$ cat src/rtl/sxfer_pkg.sv
package sxfer_pkg;

    typedef enum logic [2:0] {
        OP_READ    = 3'd0,
        OP_WRITE   = 3'd1,
        OP_SCAN_EQ = 3'd2,
        OP_SCAN_LE = 3'd3,
        OP_SCAN_GE = 3'd4,
        OP_FORMAT  = 3'd5,
        OP_RSV6    = 3'd6,
        OP_RSV7    = 3'd7
    } xop_e;

    typedef enum logic [2:0] {
        S_IDLE,
        S_GAP,
        S_REQ,
        S_PAD,
        S_DONE
    } xstate_e;

    // status bit positions that downstream result readers decode
    localparam logic [7:0] ST0_ABNORMAL  = 8'h40;
    localparam logic [7:0] ST1_OVERRUN   = 8'h10;
    localparam logic [7:0] ST2_SCAN_MISS = 8'h04;

endpackage

$ cat src/rtl/sxfer_len.sv
module sxfer_len #(
    parameter int LEN_W = 15
) (
    input  logic [2:0]       size_code,
    input  logic [7:0]       dtl,
    output logic [LEN_W-1:0] len
);
    localparam int BASE = 128;

    always_comb begin
        if (size_code == 3'd0) begin
            len = (dtl > 8'(BASE)) ? LEN_W'(BASE) : LEN_W'(dtl);
        end else begin
            len = LEN_W'(BASE) << size_code;
        end
    end
endmodule

$ cat src/rtl/sxfer_timer.sv
module sxfer_timer #(
    parameter int W = 8
) (
    input  logic         clk,
    input  logic         rst_n,
    input  logic         load,
    input  logic [W-1:0] load_val,
    output logic         zero
);
    logic [W-1:0] cnt;

    always_ff @(posedge clk) begin
        if (!rst_n) begin
            cnt <= '0;
        end else if (load) begin
            cnt <= load_val;
        end else if (cnt != '0) begin
            cnt <= cnt - W'(1);
        end
    end

    assign zero = (cnt == '0);
endmodule

$ cat src/rtl/sxfer_scan.sv
module sxfer_scan
    import sxfer_pkg::*;
(
    input  xop_e       op,
    input  logic [7:0] disk_byte,
    input  logic [7:0] host_byte,
    output logic       miss
);
    always_comb begin
        unique case (op)
            OP_SCAN_EQ: miss = (disk_byte != host_byte);
            OP_SCAN_LE: miss = (disk_byte > host_byte);
            OP_SCAN_GE: miss = (disk_byte < host_byte);
            default:    miss = 1'b0;
        endcase
    end
endmodule

$ cat src/rtl/sector_xfer.sv
module sector_xfer
    import sxfer_pkg::*;
#(
    parameter int BYTE_CYC = 32,
    parameter int FMT_CYC  = 4096,
    parameter int LEN_W    = 15
) (
    input  logic             clk,
    input  logic             rst_n,
    input  logic             start,
    input  logic [2:0]       op,
    input  logic [2:0]       size_code,
    input  logic [7:0]       dtl,
    input  logic [2:0]       unit_sel,
    input  logic             drq_mask,
    input  logic             svc,
    input  logic [7:0]       host_wdata,
    input  logic             tc,
    input  logic [7:0]       med_rdata,
    output logic [7:0]       rd_data,
    output logic             drq,
    output logic             busy,
    output logic [LEN_W-1:0] med_addr,
    output logic             med_we,
    output logic [7:0]       med_wdata,
    output logic             done,
    output logic [7:0]       res0,
    output logic [7:0]       res1,
    output logic [7:0]       res2
);
    localparam int LIM_MAX = (FMT_CYC > BYTE_CYC) ? FMT_CYC : BYTE_CYC;
    localparam int TMR_W   = $clog2(LIM_MAX + 1);

    xstate_e          state, state_n;
    xop_e             op_q;
    logic [LEN_W-1:0] len_q, len_w, idx, idx_n, idx_inc;
    logic             miss_q, miss_n, ovr_q, ovr_n;
    logic [2:0]       unit_q, unit_n;
    logic             pace_load, lost_load, pace_zero, lost_zero;
    logic             cmp_miss, writing, scanning, req_on;
    logic [7:0]       st0_n, st1_n, st2_n;

    sxfer_len #(.LEN_W(LEN_W)) len_i (
        .size_code (size_code),
        .dtl       (dtl),
        .len       (len_w)
    );

    sxfer_timer #(.W(TMR_W)) pace_i (
        .clk      (clk),
        .rst_n    (rst_n),
        .load     (pace_load),
        .load_val (TMR_W'(BYTE_CYC - 1)),
        .zero     (pace_zero)
    );

    sxfer_timer #(.W(TMR_W)) lost_i (
        .clk      (clk),
        .rst_n    (rst_n),
        .load     (lost_load),
        .load_val ((op_q == OP_FORMAT) ? TMR_W'(FMT_CYC - 1) : TMR_W'(BYTE_CYC - 1)),
        .zero     (lost_zero)
    );

    sxfer_scan scan_i (
        .op        (op_q),
        .disk_byte (med_rdata),
        .host_byte (host_wdata),
        .miss      (cmp_miss)
    );

    assign writing  = (op_q == OP_WRITE) || (op_q == OP_FORMAT);
    assign scanning = (op_q == OP_SCAN_EQ) || (op_q == OP_SCAN_LE) || (op_q == OP_SCAN_GE);
    assign idx_inc  = idx + LEN_W'(1);
    assign req_on   = (state == S_REQ);
    assign unit_n   = (state == S_IDLE && start) ? unit_sel : unit_q;

    // timers: pacing restarts at start and at every request, lost window at every request
    assign lost_load = (state == S_GAP) && pace_zero && !tc;
    assign pace_load = lost_load || ((state == S_IDLE) && start && (len_w != '0));

    // next-state process
    always_comb begin
        state_n = state;
        idx_n   = idx;
        miss_n  = miss_q;
        ovr_n   = ovr_q;
        unique case (state)
            S_IDLE: begin
                if (start) begin
                    idx_n   = '0;
                    miss_n  = 1'b0;
                    ovr_n   = 1'b0;
                    state_n = (len_w == '0) ? S_DONE : S_GAP;   // start_empty / start_nonzero
                end
            end
            S_GAP: begin
                if (tc) begin
                    state_n = writing ? S_PAD : S_DONE;         // tc_pad / tc_stop
                end else if (pace_zero) begin
                    state_n = S_REQ;                            // period_elapsed
                end
            end
            S_REQ: begin
                if (svc) begin
                    if (scanning && !miss_q && cmp_miss) begin
                        miss_n = 1'b1;
                    end
                    idx_n = idx_inc;
                    if (idx_inc == len_q) begin
                        state_n = S_DONE;                       // last_byte
                    end else if (tc) begin
                        state_n = writing ? S_PAD : S_DONE;     // tc_pad / tc_stop
                    end else begin
                        state_n = S_GAP;                        // byte_taken
                    end
                end else if (tc) begin
                    state_n = writing ? S_PAD : S_DONE;
                end else if (lost_zero) begin
                    ovr_n   = 1'b1;
                    state_n = S_DONE;                           // lost
                end
            end
            S_PAD: begin
                idx_n = idx_inc;
                if (idx_inc == len_q) begin
                    state_n = S_DONE;                           // pad_end
                end
            end
            S_DONE: begin
                state_n = S_IDLE;                               // report
            end
            default: state_n = S_IDLE;
        endcase
    end

    always_comb begin
        st0_n = ovr_n ? ST0_ABNORMAL : 8'h00;
        st1_n = ovr_n ? ST1_OVERRUN : 8'h00;
        st2_n = miss_n ? ST2_SCAN_MISS : 8'h00;
    end

    // state register process
    always_ff @(posedge clk) begin
        if (!rst_n) begin
            state  <= S_IDLE;
            op_q   <= OP_READ;
            len_q  <= '0;
            idx    <= '0;
            miss_q <= 1'b0;
            ovr_q  <= 1'b0;
            unit_q <= 3'd0;
            res0   <= 8'h00;
            res1   <= 8'h00;
            res2   <= 8'h00;
        end else begin
            state  <= state_n;
            idx    <= idx_n;
            miss_q <= miss_n;
            ovr_q  <= ovr_n;
            unit_q <= unit_n;
            if (state == S_IDLE && start) begin
                op_q  <= xop_e'(op);
                len_q <= len_w;
            end
            if (state_n == S_DONE) begin
                res0 <= {st0_n[7:3], unit_n};
                res1 <= st1_n;
                res2 <= st2_n;
            end
        end
    end

    // output process
    always_comb begin
        drq       = req_on && !drq_mask;
        busy      = (state != S_IDLE);
        done      = (state == S_DONE);
        med_addr  = idx;
        med_we    = (req_on && svc && writing) || (state == S_PAD);
        med_wdata = (state == S_PAD) ? 8'h00 : host_wdata;
        rd_data   = req_on ? med_rdata : 8'h00;
    end
endmodule

$ cat config.mk
export PLATFORM = sky130hd
export DESIGN_NAME = sector_xfer
export DESIGN_NICKNAME = d
export VERILOG_FILES = /design/src/rtl/sxfer_pkg.sv /design/src/rtl/sxfer_len.sv /design/src/rtl/sxfer_timer.sv /design/src/rtl/sxfer_scan.sv /design/src/rtl/sector_xfer.sv
export SDC_FILE = /design/constraint.sdc
export NUM_CORES = 1
export LEC_CHECK = 0
export ABC_AREA = 1
export BUFFER_PORTS_ARGS = -buffer_cell sky130_fd_sc_hd__buf_2
export CORE_MARGIN = 2
export CORE_UTILIZATION = 45
export DETAILED_ROUTE_END_ITERATION = 16
export PLACE_DENSITY = 0.68
export REMOVE_ABC_BUFFERS = 1
export SETUP_SLACK_MARGIN = 0.1
export SYNTH_ARGS = -nofsm -noshare
export SYNTH_HDL_FRONTEND = slang
export SYNTH_SLANG_ARGS = --single-unit
$ cat constraint.sdc
create_clock -name clk -period 2.9 [get_ports clk]
set_clock_uncertainty 0.2 [all_clocks]
set_input_delay 0.435 -clock clk [delete_from_list [all_inputs] [get_ports clk]]
set_output_delay 0.435 -clock clk [all_outputs]
set_load 0.02 [all_outputs]
# --- Yosys cells after proc, flatten, opt, wreduce, memory -nomap -nowiden ---
# Cells that the tools add are included.
classes:
  n_lt_le_gt_ge: 3
  n_eq_ne: 14
  mux: 38
  bitwise_logic: 1
  n_addsub: 3
  n_reduce_logical: 31
  n_shift: 1
ops:
  columns: ["op", "n"]
  rows:
  - ["two-way mux 15 bit", 3]
  - ["one-hot mux 15 bit (3 select lines)", 1]
  - ["two-way mux 3 bit", 13]
  - ["logical NOT 13 bit", 2]
  - ["two-way mux 13 bit", 2]
  - ["nonzero test 13 bit", 2]
  - ["subtractor 13 x 1 -> 13 bit (second input constant)", 2]
  - ["two-way mux 8 bit", 3]
  - ["adder 15 x 1 -> 15 bit (second input constant)", 1]
  - ["equality test 15 bit", 1]
  - ["logical NOT 15 bit", 1]
  - ["two-way mux 5 bit", 3]
  - ["nonzero test 15 bit", 1]
  - ["<< shifter 8 x 3 -> 15 bit (first input constant)", 1]
  - ["equality test 3 x 2 -> 1 bit (second input constant)", 4]
  - ["equality test 3 bit (second input constant)", 4]
  - ["two-way mux 12 bit", 1]
  - ["one-hot mux 3 bit (4 select lines)", 1]
  - ["logical AND 1 bit", 9]
  - ["> comparator 8 bit", 1]
  - ["> comparator 8 bit (second input constant)", 1]
  - ["less-than comparator 8 bit", 1]
  - ["inequality test 8 bit", 1]
  - ["two-way mux 1 bit", 7]
  - ["13 further kinds", 25]
word_totals:
  input_bits: 39
  output_inout_bits: 59
  word_cells: 104
  regBits: 91

# --- Logic depth before layout (Yosys ltp) ---
# Gate-level depths: netlist of the first run.
depth:
  ltp_word: 9
  mapped_depth: 18
  depth_no_buf: 18

# --- By module ---
# Synthesis of the first run repeated with hierarchy kept, for this count alone.
unflattened:
  cells_unflattened: 821
  hier_area_um2: 5171.2
by_module_without_submodules:
  columns: ["mod", "cells_each", "instances", "seq_area_each_um2", "area_per_inst_um2"]
  rows:
  - ["sector_xfer", 466, 1, 920.9, 2905.3]
  - ["sxfer_timer", 138, 2, 260.2, 930.9]
  - ["sxfer_scan", 43, 1, 0.0, 247.7]
  - ["sxfer_len", 36, 1, 0.0, 156.4]

# --- Least setup slack after synthesis of the first run ---
# Ideal clock, no wire load.
synth_path:
  kind: "register to register"
  startpoint: "register idx[0] (netlist: med_addr[0])"
  endpoint: "register res2[2]"
  arrival_ns: 2.036
  t_required_ns: 2.587
  synth_period_minus_slack_ns: 2.349
  path_stages_with_launch: 19
  slack_ns: 0.551
  n_path_buf: 0
  path_cell_list: "dfxtp_1 ha_1 nand2_1 nor2_4 nand2_1 nand2_2 nand2_1 nand2_1 nand2_1 nor2_1 nand3_1 nor2_2 nand2_2 nand2_2 nand2_4 nand2_4 nand2_1 nand2_1 nor2_1"
synth_via:
  elab_chain_cells: 6
synth_rtl:
  columns: ["item", "line", "rtl"]
  rows:
  - ["start, declared", "sector_xfer.sv:36", "logic [LEN_W-1:0] len_q, len_w, idx, idx_n, idx_inc;"]
  - ["start signal, assigned", "sector_xfer.sv:158", "idx <= idx_n;"]
  - ["adder 15 x 1 -> 15 bit (*)", "sector_xfer.sv:74", "assign idx_inc = idx + LEN_W'(1);"]
  - ["equality test 15 bit (*)", "sector_xfer.sv:110, sector_xfer.sv:126", null]
  - ["two-way mux 3 bit", "sector_xfer.sv:110", "if (idx_inc == len_q) begin"]
  - ["two-way mux 3 bit", "sector_xfer.sv:105", "if (svc) begin"]
  - ["one-hot mux 3 bit (4 select lines) (*)", "sector_xfer.sv:88", "unique case (state)"]
  - ["equality test 3 bit (*)", "sector_xfer.sv:166", "if (state_n == S_DONE) begin"]
  - ["end signal, assigned", "sector_xfer.sv:169", "res2 <= st2_n;"]
  - ["end, declared", "sector_xfer.sv:29", "output logic [7:0] res2"]
# Mark *: on every way between the ends. The rest lies on a longest branch, timed or not.
# A chain may end at the register's enable or synchronous reset.

# --- Worst setup path in the final report of the first run ---
layout_path:
  startpoint: "register idx[0] (netlist: med_addr[0])"
  endpoint: "register res0[2]"
layout_via:
  elab_chain_cells: 6
layout_rtl:
  columns: ["item", "line", "rtl"]
  rows:
  - ["adder 15 x 1 -> 15 bit (*)", "sector_xfer.sv:74", null]
  - ["equality test 15 bit (*)", "sector_xfer.sv:110, sector_xfer.sv:126", null]
  - ["two-way mux 3 bit", "sector_xfer.sv:110", null]
  - ["two-way mux 3 bit", "sector_xfer.sv:105", null]
  - ["one-hot mux 3 bit (4 select lines) (*)", "sector_xfer.sv:88", null]
  - ["equality test 3 bit (*)", "sector_xfer.sv:166", null]
  - ["end signal, assigned", "sector_xfer.sv:167", "res0 <= {st0_n[7:3], unit_n};"]
  - ["end, declared", "sector_xfer.sv:27", "output logic [7:0] res0,"]
# Marked as above.

==> results.toml, run 1 <==
[critical_path]
crit_arrival_ns = 2.61
crit_buf_inv = 0
r2r_slack_ns = 0.34
path_cells = "ha_2 > nand2_1 > nor2_4 > nand2_1 > nand3_1 > nand3_1 > a21oi_1 > nand2_1 > nor2_2 > nand2_2 > nand2_2 > nand2_4 > nand2_4 > nand2_1 > nand2_1 > nor2_1"
worstSetupPathType = "reg -> reg"
cpLargestDelayFamily = "simple AND/OR/NAND/NOR gates"
cp_slowest_cell = "dfxtp_1"
crit_fanout = 8
end_kind = "flip-flop"
cp_common_cell = "nand2_1"
cp.required_ns = 2.95
crit_path_max_incr_delay_ns = 0.43
startpoint_type = "flip-flop"

[detailed_routing]
via_count = 4455
drtAntennaViolNets = 0
wl_per_cell_um = 12.4
drc = 0
drt-initial-drc-count = 185
routed_wl_mm = 11.2
dr.pass1.iters = 5
vias_per_cell = 4.95

[synthesis]
ys_seq_area_frac = 0.324
synth.distinct_cells = 39
syn_area_sq_um = 4450
async_flop_share = 0
synth_edf_count = 0
yosys_most_used_dff = "dfxtp_1"
avgSynthCellArea_sq_um = 6.50
syn_inst = 684
ys_seq_elements = 72
ys.warnings.count = 0

[timing]
worst_slew_pin_slew_ns = 0.976
fin_crit_ns = 2.56
setup_viol_count_final = 0
rsz0062_at_grt = "no"
hold_viol = 0
slew_viol_final = 0
relSlewSlack = 0.349
timing.final.crit_share = 0.883
fmax_mhz = 391
tns_ns = 0

[global_route]
first_global_vias = 4077
grt_pass1_wl_mm = 18.4
grt-ovfl-total = 0
antenna_found_initial = 0
grt_max_degree = 33
grt_use_total = 0.219

[floorplanning]
die_y_um = 103
die_w_um = 103
die_area_sq_um = 10700
row_count = 36
pin_count = 98
core_area_sq_um = 9680
start_util = 0.459

[clock_tree]
cts_tree = "done"
cts_buffers = 9
cts_max_level = 3
post_cts_buffers = 0
clkSlewWorstSetupHoldPaths_ns = 0.08
cts_buffer_depth = 2
cts_sinks = 72
ctsRootBufferMaster = "clkbuf_8"
clk_latency_ns = 0.35

[run_status]
status = "finished, final reports clean"

[power_and_ir_drop]
vdd_drop_max_uv = 384
p_leak_uw = 0.00243
power_uw = 3000
power_density_nw_per_um2 = 588

[placement]
hpwlAfterDp_mm = 8.57
place_congestion = 0.875
port_buffers = 79

[finish]
insertedDiodeCount = 0
fin_nets = 813
syn_to_final_growth_pct = 14.7
drive_gt1_frac = 0.155
n_fill_cell = 962

[flow_run]
drv_cap = 0

[hold_path]
min_path_type = "in -> reg"
[layer usage]
metal / up-vias / wire length (um) / global-route usage
met1: 2024 / 4850 / 0.256
met3: 16 / 407 / 0.0457
li1: 2340 / - / -
met2: 75 / 5770 / 0.400
met5: - / 0 / 0
met4: 0 / 178 / 0.0668
[timing repair]
item,in CTS,in global routing
hold buffers,0,0
endpoints found under the setup margin,0,5
hold endpoints to repair,0,0
resized for setup,0,3
[final timing paths]
check,startpoint,endpoint,cells after the start
setup / recovery,med_addr[0],res0[2],16
hold / removal,unit_sel[0],unit_q[0],3
setup reg to reg,med_addr[0],res0[2],16
hold reg to reg,len_q[3],len_q[3],2
[through the flow]
step	utilization	cells	setup slack (ns)	area [sq um]	hold WS [ns]
final	0.527	900	0.341	5100	0.135
after global routing	0.527	900	0.121	5100	0.145
after CTS	0.526	900	0.281	5100	0.126
after detailed placement	0.507	885	0.297	4910	0.260
after global placement	0.507	885	0.352	4910	0.262
after floorplan	-	668	0.552	4310	0.238
[registers in the layout, summed over array words and instances (netlist names), 3 cells and up]
register and flops:
len_q 15, med_addr 15, lost_i.cnt 13, pace_i.cnt 13, res0 4, op_q 3
state 3, unit_q 3
[final cells by class]
| class | instances | area (sq um) | area share |
|---|---|---|---|
| sequential | 72 | 1440 | 0.282 |
| clock buffer | 9 | 124 | 0.0243 |
| tap | 133 | 166 | 0.0326 |
| clock inverter | 6 | 61.3 | 0.0120 |
| inverter | 110 | 413 | 0.0809 |
| multi-input combinational | 486 | 2460 | 0.483 |
| timing repair buffer | 84 | 433 | 0.0848 |
[worst reg2reg max path: stages (launching register included)]
cell	delay, ns
dfxtp_1	0.43
ha_2	0.29
nand2_1	0.17
nor2_4	0.20
nand2_1	0.09
nand3_1	0.09
nand3_1	0.08
a21oi_1	0.14
nand2_1	0.09
nor2_2	0.16
nand2_2	0.10
nand2_2	0.08
nand2_4	0.06
nand2_4	0.10
nand2_1	0.06
nand2_1	0.05
nor2_1	0.04
[cell usage after synthesis, types with 4 or more instances]
cell type	instances	area, sq um
o21ai_0	27	135
inv_1	108	405
a211oi_1	12	90.1
dfxtp_1	72	1440
nor3b_1	7	52.6
nand2_1	125	469
buf_4	19	143
nand2_2	6	37.5
ha_1	11	138
nand3_1	59	295
nor2_4	4	45.0
nor3_1	22	110
xor2_1	9	78.8
a21oi_1	44	220
clkbuf_1	11	41.3
nor2_1	90	338
xnor2_1	5	43.8
nand4_1	14	87.6
a31oi_1	10	62.6
[logic make-up (layout without fill, tap and decap cells)]
family	count (synthesis)	count (layout)	synth area share
AND/OR/NAND/NOR	337	337	0.340
buffers and inverters	143	209	0.137
AO/OA/AOI/OAI	103	103	0.132
flip-flops	72	72	0.324
XOR/XNOR	14	14	0.0276
adder cells (fa/ha/maj)	11	11	0.0309
multiplexers	3	3	0.00675
other	1	18	0.000843
[placed cells by master, fill, tap and decap left out, drive strengths merged]
master and instances:
inv 109, mux2i 3, nor3 23, a31oi 10
nand4 14, a2bb2oi 1, xnor2 5, a32oi 1
buf 84, a21oi 44, clkbuf 9, bufinv 1
nor3b 7, xor2 9, or2 1, a211o 1
nor2 97, a22oi 1, clkinvlp 1, and2 1
a2111oi 1, nand3b 2, dfxtp 72, nand2 133
a21boi 1, clkinv 5, a211oi 12, o211ai 3
o21ai 27, conb 18, nand3 59, ha 11
o31ai 1
[power by group]
part           switching [uW]  leakage, uW  internal [uW]
Sequential               86.5     0.000589           1120
Clock                     386    0.0000948            389
Combinational             632      0.00175            386
Note: power is estimated with default switching activity, not from simulation.
==> inputs of run 2 (changes only) <==
--- a/config.mk
+++ b/config.mk
@@ -5,7 +5,6 @@
 export SDC_FILE = /design/constraint.sdc
 export NUM_CORES = 1
 export LEC_CHECK = 0
-export ABC_AREA = 1
 export BUFFER_PORTS_ARGS = -buffer_cell sky130_fd_sc_hd__buf_2
 export CORE_MARGIN = 2
 export CORE_UTILIZATION = 45
==> run 2 against run 1 <==
Clock power rose by 30%. Via count fell by 5.8%. Wire length fell by 0.82%. Hold slack got worse by 0.020 ns. Critical path type unchanged.
==> results.toml, run 2 <==
[detailed_routing]
wl_per_cell_um = 14.1
routed_wl_mm = 11.1
drtAntennaViolNets = 0
drt-initial-drc-count = 200
via_count = 4197
dr.pass1.iters = 5
drc = 0
vias_per_cell = 5.33

[power_and_ir_drop]
power_uw = 3210
power_density_nw_per_um2 = 608
p_leak_uw = 0.00231
vdd_drop_max_uv = 263

[finish]
fin_nets = 703
final_core_util = 0.571
insertedDiodeCount = 0
final_cell_mix = "79 x buf_2, 68 x nor2_1, 68 x dfxtp_1"
seq_area_sq_um = 1450
n_fill_cell = 848
drive_gt1_frac = 0.254
layout_commonest_cell = "buf_2"
multi_input_area_sq_um = 2640
syn_to_final_growth_pct = 22.7

[critical_path]
cp.required_ns = 2.95
cpLargestDelayFamily = "simple AND/OR/NAND/NOR gates"
r2r_end = "res0[0]"
startpoint_type = "flip-flop"
path_cells = "buf_4 > nand4_2 > or4_4 > xnor2_2 > nand4_1 > o41ai_4 > buf_6 > mux2_2"
cp_slowest_cell = "or4_4"
crit_buf_inv = 2
crit_path_max_incr_delay_ns = 0.58
r2r_cells = 8
r2r_slack_ns = 0.15
r2r_start = "med_addr[1]"
end_kind = "flip-flop"
worstSetupPathType = "reg -> reg"
crit_fanout = 6
crit_arrival_ns = 2.79

[timing]
fin_crit_ns = 2.75
rsz0062_at_grt = "no"
timing.final.crit_share = 0.947
slew_viol_final = 0
worst_slew_pin_slew_ns = 0.646
relSlewSlack = 0.565
fmax_mhz = 364
hold_viol = 0
setup_viol_count_final = 0

[placement]
port_buffers = 79
place_congestion = 0.856
hpwlAfterDp_mm = 8.26

[synthesis]
synth.distinct_cells = 54
synth_top_area_cell = "dfxtp_1"
synth_common_cells = "72 x dfxtp_1, 68 x nor2_1, 60 x nand2_1, 52 x a21oi_1, 28 x xnor2_1"
avgSynthCellArea_sq_um = 7.80
ys.warnings.count = 0
ys_seq_area_frac = 0.335
synth_top_area_frac = 0.335
synth_most_common_cell = "dfxtp_1"
syn_inst = 551
synth_area_leaders = "dfxtp_1 34%, a21oi_1 6.1%, nor2_1 5.9%"
syn_area_sq_um = 4300
yosys_most_used_dff = "dfxtp_1"
ys_seq_elements = 72
synth_edf_count = 0
async_flop_share = 0

[floorplanning]
die_y_um = 102
die_area_sq_um = 10300
start_util = 0.465
core_area_sq_um = 9240
row_count = 35
pin_count = 98
die_w_um = 102

[hold_path]
hold_path_end = "op_q[1]"
hold_start = "op[1]"
min_path_cells = 3
min_path_type = "in -> reg"

[global_route]
grt-ovfl-total = 0
antenna_found_initial = 0
first_global_vias = 3922
grt_pass1_wl_mm = 17.9
grt_use_total = 0.218
grt_max_degree = 27

[clock_tree]
ctsRootBufferMaster = "clkbuf_8"
cts_buffer_depth = 2
cts_tree = "done"
cts_buffers = 9
cts_sinks = 72
clkSlewWorstSetupHoldPaths_ns = 0.08
clk_latency_ns = 0.36
cts_max_level = 3

[flow_run]
drv_cap = 0

[run_status]
status = "finished, final reports clean"
-- run 2: cells by family after synthesis --
family                   share of synthesized area
adder cells (fa/ha/maj)                     0.0320
flip-flops                                   0.335
XOR/XNOR                                    0.0868
AND/OR/NAND/NOR                              0.294
other                                     0.000873
AO/OA/AOI/OAI                                0.156
buffers and inverters                       0.0742
multiplexers                                0.0201
-- run 2: report_power, final --
group / internal (uW) / leakage, uW / switching [uW]
Sequential: 1100 / 0.000588 / 111
Combinational: 453 / 0.00159 / 534
Clock: 617 / 0.000126 / 393
Total: 2170 / 0.00231 / 1040
-- run 2: tightest hold or removal path, stage by stage --
cell and delay, ns:
buf_2 0.09, nand2_1 0.04, a21oi_1 0.05
-- run 2: worst max path at each step --
stage,start,endpoint,slack (ns),cells after the start
2_1_floorplan,med_addr[0],res0[0],-0.23,7
3_3_place_gp,med_addr[0],res0[1],0.06,7
3_5_place_dp,med_addr[1],res0[0],-0.01,7
4_1_cts,med_addr[1],res0[0],0.10,8
5_1_grt,med_addr[0],res0[1],0.08,8
6_report,med_addr[1],res0[0],0.15,8
-- run 2: repair_timing --
action / in CTS / in global routing
gates resized for setup: 0 / 12
pin swaps: 1 / 5
buffers inserted: 1 / 6
hold buffers: 0 / 0
setup endpoints to repair: 4 / 15
-- run 2: layer usage --
metal / global-route usage / vias to the layer above / routed length (um)
li1: - / 2082 / -
met1: 0.285 / 1931 / 4910
met2: 0.347 / 163 / 5080
met3: 0.0504 / 21 / 886
met4: 0.0915 / 0 / 227
met5: 0 / - / 0
-- run 2: area by class of cell --
class / instances / share of cell area
inverter: 18 / 0.0128
timing repair buffer: 119 / 0.133
clock inverter: 5 / 0.0195
clock buffer: 11 / 0.0287
sequential: 72 / 0.274
multi-input combinational: 433 / 0.501
tap: 129 / 0.0306
-- run 2: metrics by stage --
step,setup TNS [ns],instances,setup slack [ns],cell area (sq um),hold slack (ns)
6_report,0,787,0.155,5270,0.115
5_1_grt,0,787,0.0789,5270,0.132
4_1_cts,0,781,0.103,5180,0.0983
3_5_place_dp,-0.0288,764,-0.0134,4920,0.236
3_3_place_gp,0,764,0.0643,4920,0.229
2_1_floorplan,-0.913,523,-0.225,4110,0.218
